==> src/rtl/rsp_classifier_pkg.sv <==
package rsp_classifier_pkg;

    localparam logic [2:0] KIND_DATA      = 3'd0;
    localparam logic [2:0] KIND_DATA_EXCL = 3'd1;
    localparam logic [2:0] KIND_ACK       = 3'd2;
    localparam logic [2:0] KIND_WB_ACK    = 3'd3;

    typedef enum logic [2:0] {
        ST_STABLE         = 3'd0,
        ST_RD_WAIT        = 3'd1,
        ST_RD_WAIT_INV    = 3'd2,
        ST_PF_RD_WAIT     = 3'd3,
        ST_PF_RD_WAIT_INV = 3'd4,
        ST_WR_WAIT        = 3'd5,
        ST_UPG_WAIT       = 3'd6,
        ST_EVICT_WAIT     = 3'd7
    } line_st_e;

    typedef enum logic [3:0] {
        EV_NONE      = 4'd0,
        EV_DATA      = 4'd1,
        EV_DATA_ALL  = 4'd2,
        EV_DATA_PEER = 4'd3,
        EV_DATA_EXCL = 4'd4,
        EV_ACK       = 4'd5,
        EV_ACK_LAST  = 4'd6,
        EV_WB_ACK    = 4'd7,
        EV_ERROR     = 4'd8
    } rsp_evt_e;

endpackage

==> src/rtl/rsp_decode.sv <==
module rsp_decode
    import rsp_classifier_pkg::*;
#(
    parameter int CNT_W = 6
) (
    input  logic                    valid_i,
    input  logic [2:0]              kind_i,
    input  logic                    from_l1_i,
    input  logic signed [CNT_W-1:0] acks_i,
    input  logic [2:0]              line_st_i,
    input  logic signed [CNT_W-1:0] balance_i,
    output rsp_evt_e                evt_o,
    output logic                    err_o,
    output logic                    adjust_o
);

    logic in_read_wait;
    logic is_last;

    always_comb begin
        in_read_wait = (line_st_i == ST_RD_WAIT)    || (line_st_i == ST_RD_WAIT_INV) ||
                       (line_st_i == ST_PF_RD_WAIT) || (line_st_i == ST_PF_RD_WAIT_INV);
        is_last      = (balance_i == acks_i);
    end

    always_comb begin
        evt_o = EV_NONE;
        err_o = 1'b0;
        if (valid_i) begin
            unique case (kind_i)
                KIND_DATA: begin
                    if (from_l1_i && in_read_wait) evt_o = EV_DATA_PEER;
                    else if (is_last)              evt_o = EV_DATA_ALL;
                    else                           evt_o = EV_DATA;
                end
                KIND_DATA_EXCL: evt_o = EV_DATA_EXCL;
                KIND_ACK:       evt_o = is_last ? EV_ACK_LAST : EV_ACK;
                KIND_WB_ACK:    evt_o = EV_WB_ACK;
                default: begin
                    evt_o = EV_ERROR;
                    err_o = 1'b1;
                end
            endcase
        end
    end

    always_comb begin
        unique case (evt_o)
            EV_DATA, EV_DATA_ALL, EV_ACK, EV_ACK_LAST: adjust_o = 1'b1;
            default:                                  adjust_o = 1'b0;
        endcase
    end

endmodule

==> src/rtl/ack_balance.sv <==
module ack_balance #(
    parameter int CNT_W = 6
) (
    input  logic                    clk,
    input  logic                    rst_n,
    input  logic                    alloc_i,
    input  logic                    take_i,
    input  logic signed [CNT_W-1:0] acks_i,
    output logic signed [CNT_W-1:0] balance_o
);

    logic signed [CNT_W-1:0] bal_q;
    logic signed [CNT_W-1:0] bal_d;

    always_comb begin
        if (alloc_i)     bal_d = '0;
        else if (take_i) bal_d = bal_q - acks_i;
        else             bal_d = bal_q;
    end

    always_ff @(posedge clk or negedge rst_n) begin
        if (!rst_n) bal_q <= '0;
        else        bal_q <= bal_d;
    end

    assign balance_o = bal_q;

endmodule

==> src/rtl/rsp_classifier.sv <==
module rsp_classifier
    import rsp_classifier_pkg::*;
#(
    parameter int CNT_W = 6
) (
    input  logic                    clk,
    input  logic                    rst_n,
    input  logic                    rsp_valid_i,
    input  logic [2:0]              rsp_kind_i,
    input  logic                    rsp_from_l1_i,
    input  logic signed [CNT_W-1:0] rsp_acks_i,
    input  logic [2:0]              line_st_i,
    input  logic                    consume_i,
    input  logic                    alloc_i,
    output logic [3:0]              evt_o,
    output logic                    err_o,
    output logic signed [CNT_W-1:0] pending_o
);

    rsp_evt_e                evt;
    logic                    adjust;
    logic signed [CNT_W-1:0] balance;

    rsp_decode #(.CNT_W(CNT_W)) dec_i (
        .valid_i   (rsp_valid_i),
        .kind_i    (rsp_kind_i),
        .from_l1_i (rsp_from_l1_i),
        .acks_i    (rsp_acks_i),
        .line_st_i (line_st_i),
        .balance_i (balance),
        .evt_o     (evt),
        .err_o     (err_o),
        .adjust_o  (adjust)
    );

    ack_balance #(.CNT_W(CNT_W)) bal_i (
        .clk       (clk),
        .rst_n     (rst_n),
        .alloc_i   (alloc_i),
        .take_i    (consume_i && adjust),
        .acks_i    (rsp_acks_i),
        .balance_o (balance)
    );

    assign evt_o     = evt;
    assign pending_o = balance;

endmodule

==> config.mk <==
export PLATFORM = sky130hd
export DESIGN_NAME = rsp_classifier
export DESIGN_NICKNAME = d
export VERILOG_FILES = /design/src/rtl/rsp_classifier_pkg.sv /design/src/rtl/rsp_decode.sv /design/src/rtl/ack_balance.sv /design/src/rtl/rsp_classifier.sv
export SDC_FILE = /design/constraint.sdc
export NUM_CORES = 1
export LEC_CHECK = 0
export CORE_MARGIN = 3
export CORE_UTILIZATION = 25
export DETAILED_ROUTE_END_ITERATION = 16
export SYNTH_ARGS = -nofsm -noshare
export SYNTH_HDL_FRONTEND = slang
export SYNTH_HIERARCHICAL = 1
export SYNTH_SLANG_ARGS = --single-unit
==> constraint.sdc <==
create_clock -name clk -period 2.61 [get_ports clk]
set_input_delay 0.261 -clock clk [delete_from_list [all_inputs] [get_ports clk]]
set_output_delay 0.261 -clock clk [all_outputs]
set_load 0.005 [all_outputs]
* Word level (Yosys, flattened, before mapping) *
Index checks and enable logic that the tools add are counted.

operators by class
  add/sub/neg operators = 1
  multipliers = 0
  divide/modulo/power cells = 0
  order comparisons = 0
  eq/ne operators = 12
  shift operators = 0
  multiplexer cells = 10
  bitwise logic cells = 0
  reduce and logical (&&, ||, !) cells = 9

operators with widths
  operator            number
  $pmux 4 s4          1
  $eq 3x2->1 const B  4
  $mux 6              2
  $eq 4x3->1 const B  2
  $mux 4              2
  $reduce_or 4->1     2
  $eq 3x1->1 const B  2
  $eq 6x6->1          1
  $sub 6x6->6         1
  $eq 4x1->1 const B  1
  $eq 4x2->1 const B  1
  $mux 2              2
  $eq 3x3->1 const B  1
  $logic_not 3->1     1
  $logic_or 1x1->1    3
  $mux 1              3
  $logic_and 1x1->1   2
  $reduce_bool 2->1   1

storage, ports and cells
  flip-flop bits (word level) = 6
  latch bits = 0
  RAM bits = 0
  bits in read-only memories = 0
  bits of input ports = 18
  output and inout port bits = 11
  word-level logic and storage cells = 33
  memories = 0

* Logic depth before layout (Yosys ltp) *
  word-level depth = 14
  gate-level depth with buffers = 9

* Modules after synthesis *
The synthesis kept the hierarchy.

by module, submodules not included
  module          instances  cells each  area each (µm²)  seq. area each (µm²)
  ack_balance     1          48          445.4            150.1
  rsp_decode      1          22          162.7            0.0
  rsp_classifier  1          1           6.3              0.0

* Worst setup path after synthesis *
Ideal clock, no wire load.

  path type = input to register
  from = in line_st_i[1]
  to = reg bal_i.bal_q[5] (netlist: bal_i/balance_o[5])
  library setup time = 0.128 ns
  data arrival time = 1.731 ns
  data required time = 2.482 ns
  setup slack = 0.752 ns
  stages on the path = 9
  cells stage by stage = nor2_1 -> xnor2_1 -> a31oi_1 -> nor3b_2 -> and2_1 -> clkbuf_1 -> nand2b_1 -> mux2i_1 -> mux2_1

between the ends
  cells in the longest elaborated chain, start to end = 13
  elaborated cells on any way between the ends = 19
  those cells by class = 8 x eq/ne; 4 x mux; 7 x reduce/logical

ends and longest elaborated chain
  item                                      line                  RTL
  start, declared                           rsp_classifier.sv:12  input logic [2:0] line_st_i,
  $eq 3x1->1 or $eq 3x2->1 (tied branches)  rsp_decode.sv:21      in_read_wait = (line_st_i == ST_RD_WAIT) || (line_st_i == ST_RD_WAIT_INV) ||
  $logic_or 1x1->1 (2 in a row)             rsp_decode.sv:21
  $logic_or 1x1->1 *                        rsp_decode.sv:22      (line_st_i == ST_PF_RD_WAIT) || (line_st_i == ST_PF_RD_WAIT_INV);
  $logic_and 1x1->1 *                       rsp_decode.sv:32      if (from_l1_i && in_read_wait) evt_o = EV_DATA_PEER;
  $mux 4 *                                  rsp_decode.sv:32
  $pmux 4 s4 *                              rsp_decode.sv:30      unique case (kind_i)
  $mux 4 *                                  rsp_decode.sv:29      if (valid_i) begin
  $eq 4x1->1 (tied with other cells)        rsp_decode.sv:48      unique case (evt_o)
  $reduce_or 4->1 *                         rsp_decode.sv:48
  $mux 1 *                                  rsp_decode.sv:48
  via adjust                                rsp_classifier.sv:21  logic adjust;
  $logic_and 1x1->1 *                       rsp_classifier.sv:40  .take_i (consume_i && adjust),
  $reduce_bool 2->1 (no line) *             --
  end signal, assigned                      ack_balance.sv:23     else bal_q <= bal_d;
  end, declared                             ack_balance.sv:12     logic signed [CNT_W-1:0] bal_q;

Mark *: on every way through the listed nets, which the timed path passes. The rest lies on a longest branch.
A chain may end at the register's enable or synchronous reset.

* Worst setup path in the final report *
  from = in rsp_acks_i[0]
  to = out evt_o[1]

between the ends
  cells in the longest elaborated chain, start to end = 5
  elaborated cells on any way between the ends = 6
  those cells by class = 1 x eq/ne; 5 x mux

ends and longest elaborated chain
  item             line                                RTL
  start, declared  rsp_classifier.sv:11                input logic signed [CNT_W-1:0] rsp_acks_i,
  $eq 6x6->1 *     rsp_decode.sv:23                    is_last = (balance_i == acks_i);
  $mux 2           rsp_decode.sv:33, rsp_decode.sv:37
  $mux 4           rsp_decode.sv:32
  $pmux 4 s4 *     rsp_decode.sv:30
  $mux 4 *         rsp_decode.sv:29
  end, declared    rsp_classifier.sv:15                output logic [3:0] evt_o,

Every way passes the cells marked *; elsewhere a longest branch is shown, timed or not.

==> reports/results.txt <==
Post-Syn Instances: 71
pwr/cell area: 302 nW/µm²
WP data arrival: 1.94 ns
I/O Pins: 29
Critical Path End Type: output port
CP dominant cell by count: clkdlybuf4s50_1
Layout Cells excl Fill: 129
status: finished, final reports clean
largest net degree at the start of global routing: 8
worst min path class: in2async
Worst slew margin: 77.2%
FF/Latch Area: 150 µm²
number of port buffers: 28
post-layout min period: 2.20 ns
most frequent cells in the layout: clkdlybuf4s50_1 (28), inv_1 (8), nor2_1 (8), xor2_1 (8), dfrtp_1 (6)
nets: 127
antenna-violating nets left: 0
DRT Pass-1 Iters: 2
FF-to-FF Start: bal_i/balance_o[4]$_DFFE_PN0P_
Worst-Skew Late Latency: 0.24 ns
Slowest-stage cell, CP: clkdlybuf4s50_1
worst reg2reg endpoint: bal_i/balance_o[5]$_DFFE_PN0P_
drt drc: 0
worst vdd ir: 0.149 mV
Worst Setup Path Type: in2out
CTS tree: built
Power Total: 0.000287 W
number of gates resized after cts: 0
first-pass GRT wire length: 2.56 mm
Die ar.: 3090 µm²
die height: 55.6 µm
Pleak: 0.430 nW
number of global-route vias before repair: 582
Rows: 17
Worst R2R Setup Slack: 0.78 ns
max FFs per register: 6
CP peak stage delay: 0.52 ns
Fmax achieved: 454 MHz
Initial Util: 27.0%
Yosys warnings: 6
core area: 2280 µm²
gpl congestion: 0.802
critical-path cell list: clkdlybuf4s50_1 -> xor2_1 -> nor4_4 -> nand2_1 -> a21oi_1 -> clkdlybuf4s50_1
Via-to-Cell Ratio: 4.53
syn avg cell area: 8.65 µm²
# fillers: 234
layout cells sized above 1: 6.93%
Final TNS setup: 0 ns
CTS clk-pin slew, worst paths: 0.05 ns
clock sink total: 6
RSZ-0062 raised after global routing: no
area of the multi-input gates: 423 µm²
Iteration-0 DRC Markers: 17
Yosys reg bits: 6
worst-path fanout max: 2
Least-Margin Pin Slew: 0.341 ns
Clock Path Buffers: 2
worst r2r path cells: 6
WL final: 1.52 mm
period utilisation layout: 84.5%
gr ovfl total: 0
register area share after synthesis: 24.4%
Area growth syn-to-layout: 54.4%
Netlist cell types: 26
cell area after layout: 948 µm²
post-synth design cell area: 614 µm²
placed insts: 126
Worst Skew: 0.00175 ns
Final Setup Violations: 0
number of antenna diodes: 0
root buffer cell: clkbuf_4
Post-DP Area: 926 µm²
Hold Fails Final Rpt: 0
die span in x: 55.6 µm
DPL Wire Length: 1.24 mm
WHS: 0.284 ns
Worst setup SP type: input pin
cts hold-fix bufs: 0
Req. time, crit path: 2.35 ns
Total Routing Usage GR: 10.4%
commonest non-fill, non-tap cell in the layout: clkdlybuf4s50_1
max-slew violations: 0
DR WL/cell: 11.8 µm
maxcap violations: 0
vias post-DR: 585
initial antenna violation count: 0
CTS Buf Count: 3
Net Count, Synth: 95
WP buf/inv: 2
post-CTS setup buffers: 0
CP top delay family: buffers and inverters
H-tree depth: 1
## Yosys cell counts
cell type | instances | share of area [%]
a211o_1 | 1 | 1.4
a211oi_1 | 2 | 2.4
a21o_1 | 2 | 2.4
a21oi_1 | 4 | 3.3
a31oi_1 | 2 | 2.0
a41oi_2 | 1 | 2.6
and2_1 | 2 | 2.0
buf_4 | 1 | 1.2
clkbuf_1 | 1 | 0.61
dfrtp_1 | 6 | 24
fa_1 | 1 | 3.3
ha_1 | 5 | 10
inv_1 | 8 | 4.9
mux2_1 | 1 | 1.8
mux2i_1 | 2 | 3.3
nand2_1 | 5 | 3.1
nand2b_1 | 2 | 2.0
nand3_1 | 1 | 0.81
nor2_1 | 8 | 4.9
nor2b_1 | 1 | 1.0
nor3_1 | 1 | 0.81
nor3b_2 | 1 | 2.0
nor4_4 | 1 | 3.5
o21ai_0 | 2 | 1.6
xnor2_1 | 2 | 2.9
xor2_1 | 8 | 11
## per-layer routing
layer | global-route usage [%] | part of all wire (%)
met5 | 0 | 0
met4 | 4.86 | 0
met3 | 4.41 | 11
met1 | 13.7 | 49
met2 | 14.5 | 40
## power breakdown
part           total [W]  switching, W  internal, W
clock          0.0000892     0.0000370    0.0000523
sequential     0.0000989    0.00000324    0.0000957
combinational  0.0000987     0.0000417    0.0000569
total           0.000287     0.0000819     0.000205
## cell type report
cell class              instances  share of cell area, %
clock buffers                   3                   2.37
inverters                       8                   3.17
multi-input cells              55                   44.6
flip-flops and latches          6                   15.8
well taps                      28                   3.69
repair buffers                 29                   30.3
## worst max-delay path by stage
| stage | startpoint | to | slack (ns) | depth (start not counted) |
|---|---|---|---|---|
| after floorplan | line_st_i[1] | bal_i/balance_o[5]$_DFFE_PN0P_ | 0.75 | 9 |
| after detailed placement | line_st_i[1] | bal_i/balance_o[5]$_DFFE_PN0P_ | 0.36 | 9 |
| after CTS | rsp_acks_i[0] | evt_o[1] | 0.38 | 6 |
| after global routing | rsp_acks_i[0] | evt_o[1] | 0.28 | 6 |
| final | rsp_acks_i[0] | evt_o[1] | 0.41 | 6 |
| after global placement | line_st_i[1] | bal_i/balance_o[5]$_DFFE_PN0P_ | 0.38 | 9 |
## per-stage QoR
step | setup WS, ns | util [%]
2_1_floorplan | 0.752 | -
3_3_place_gp | 0.385 | 40.7
3_5_place_dp | 0.356 | 40.7
4_1_cts | 0.385 | 41.7
5_1_grt | 0.284 | 41.7
6_report | 0.406 | 41.7
## cell families (layout without fill, tap and decap cells)
logic type	count (synthesis)	count (layout)	synth area share (%)
and+or+nand+nor	22	22	20.2
AOI/OAI and AO/OA	14	14	15.9
xor gates and xnor gates	10	10	14.3
buffers and inverters	10	40	6.72
adders and majority gates	6	6	13.4
DFF	6	6	24.4
muxes	3	3	5.09
(Power assumes the default switching activity.)
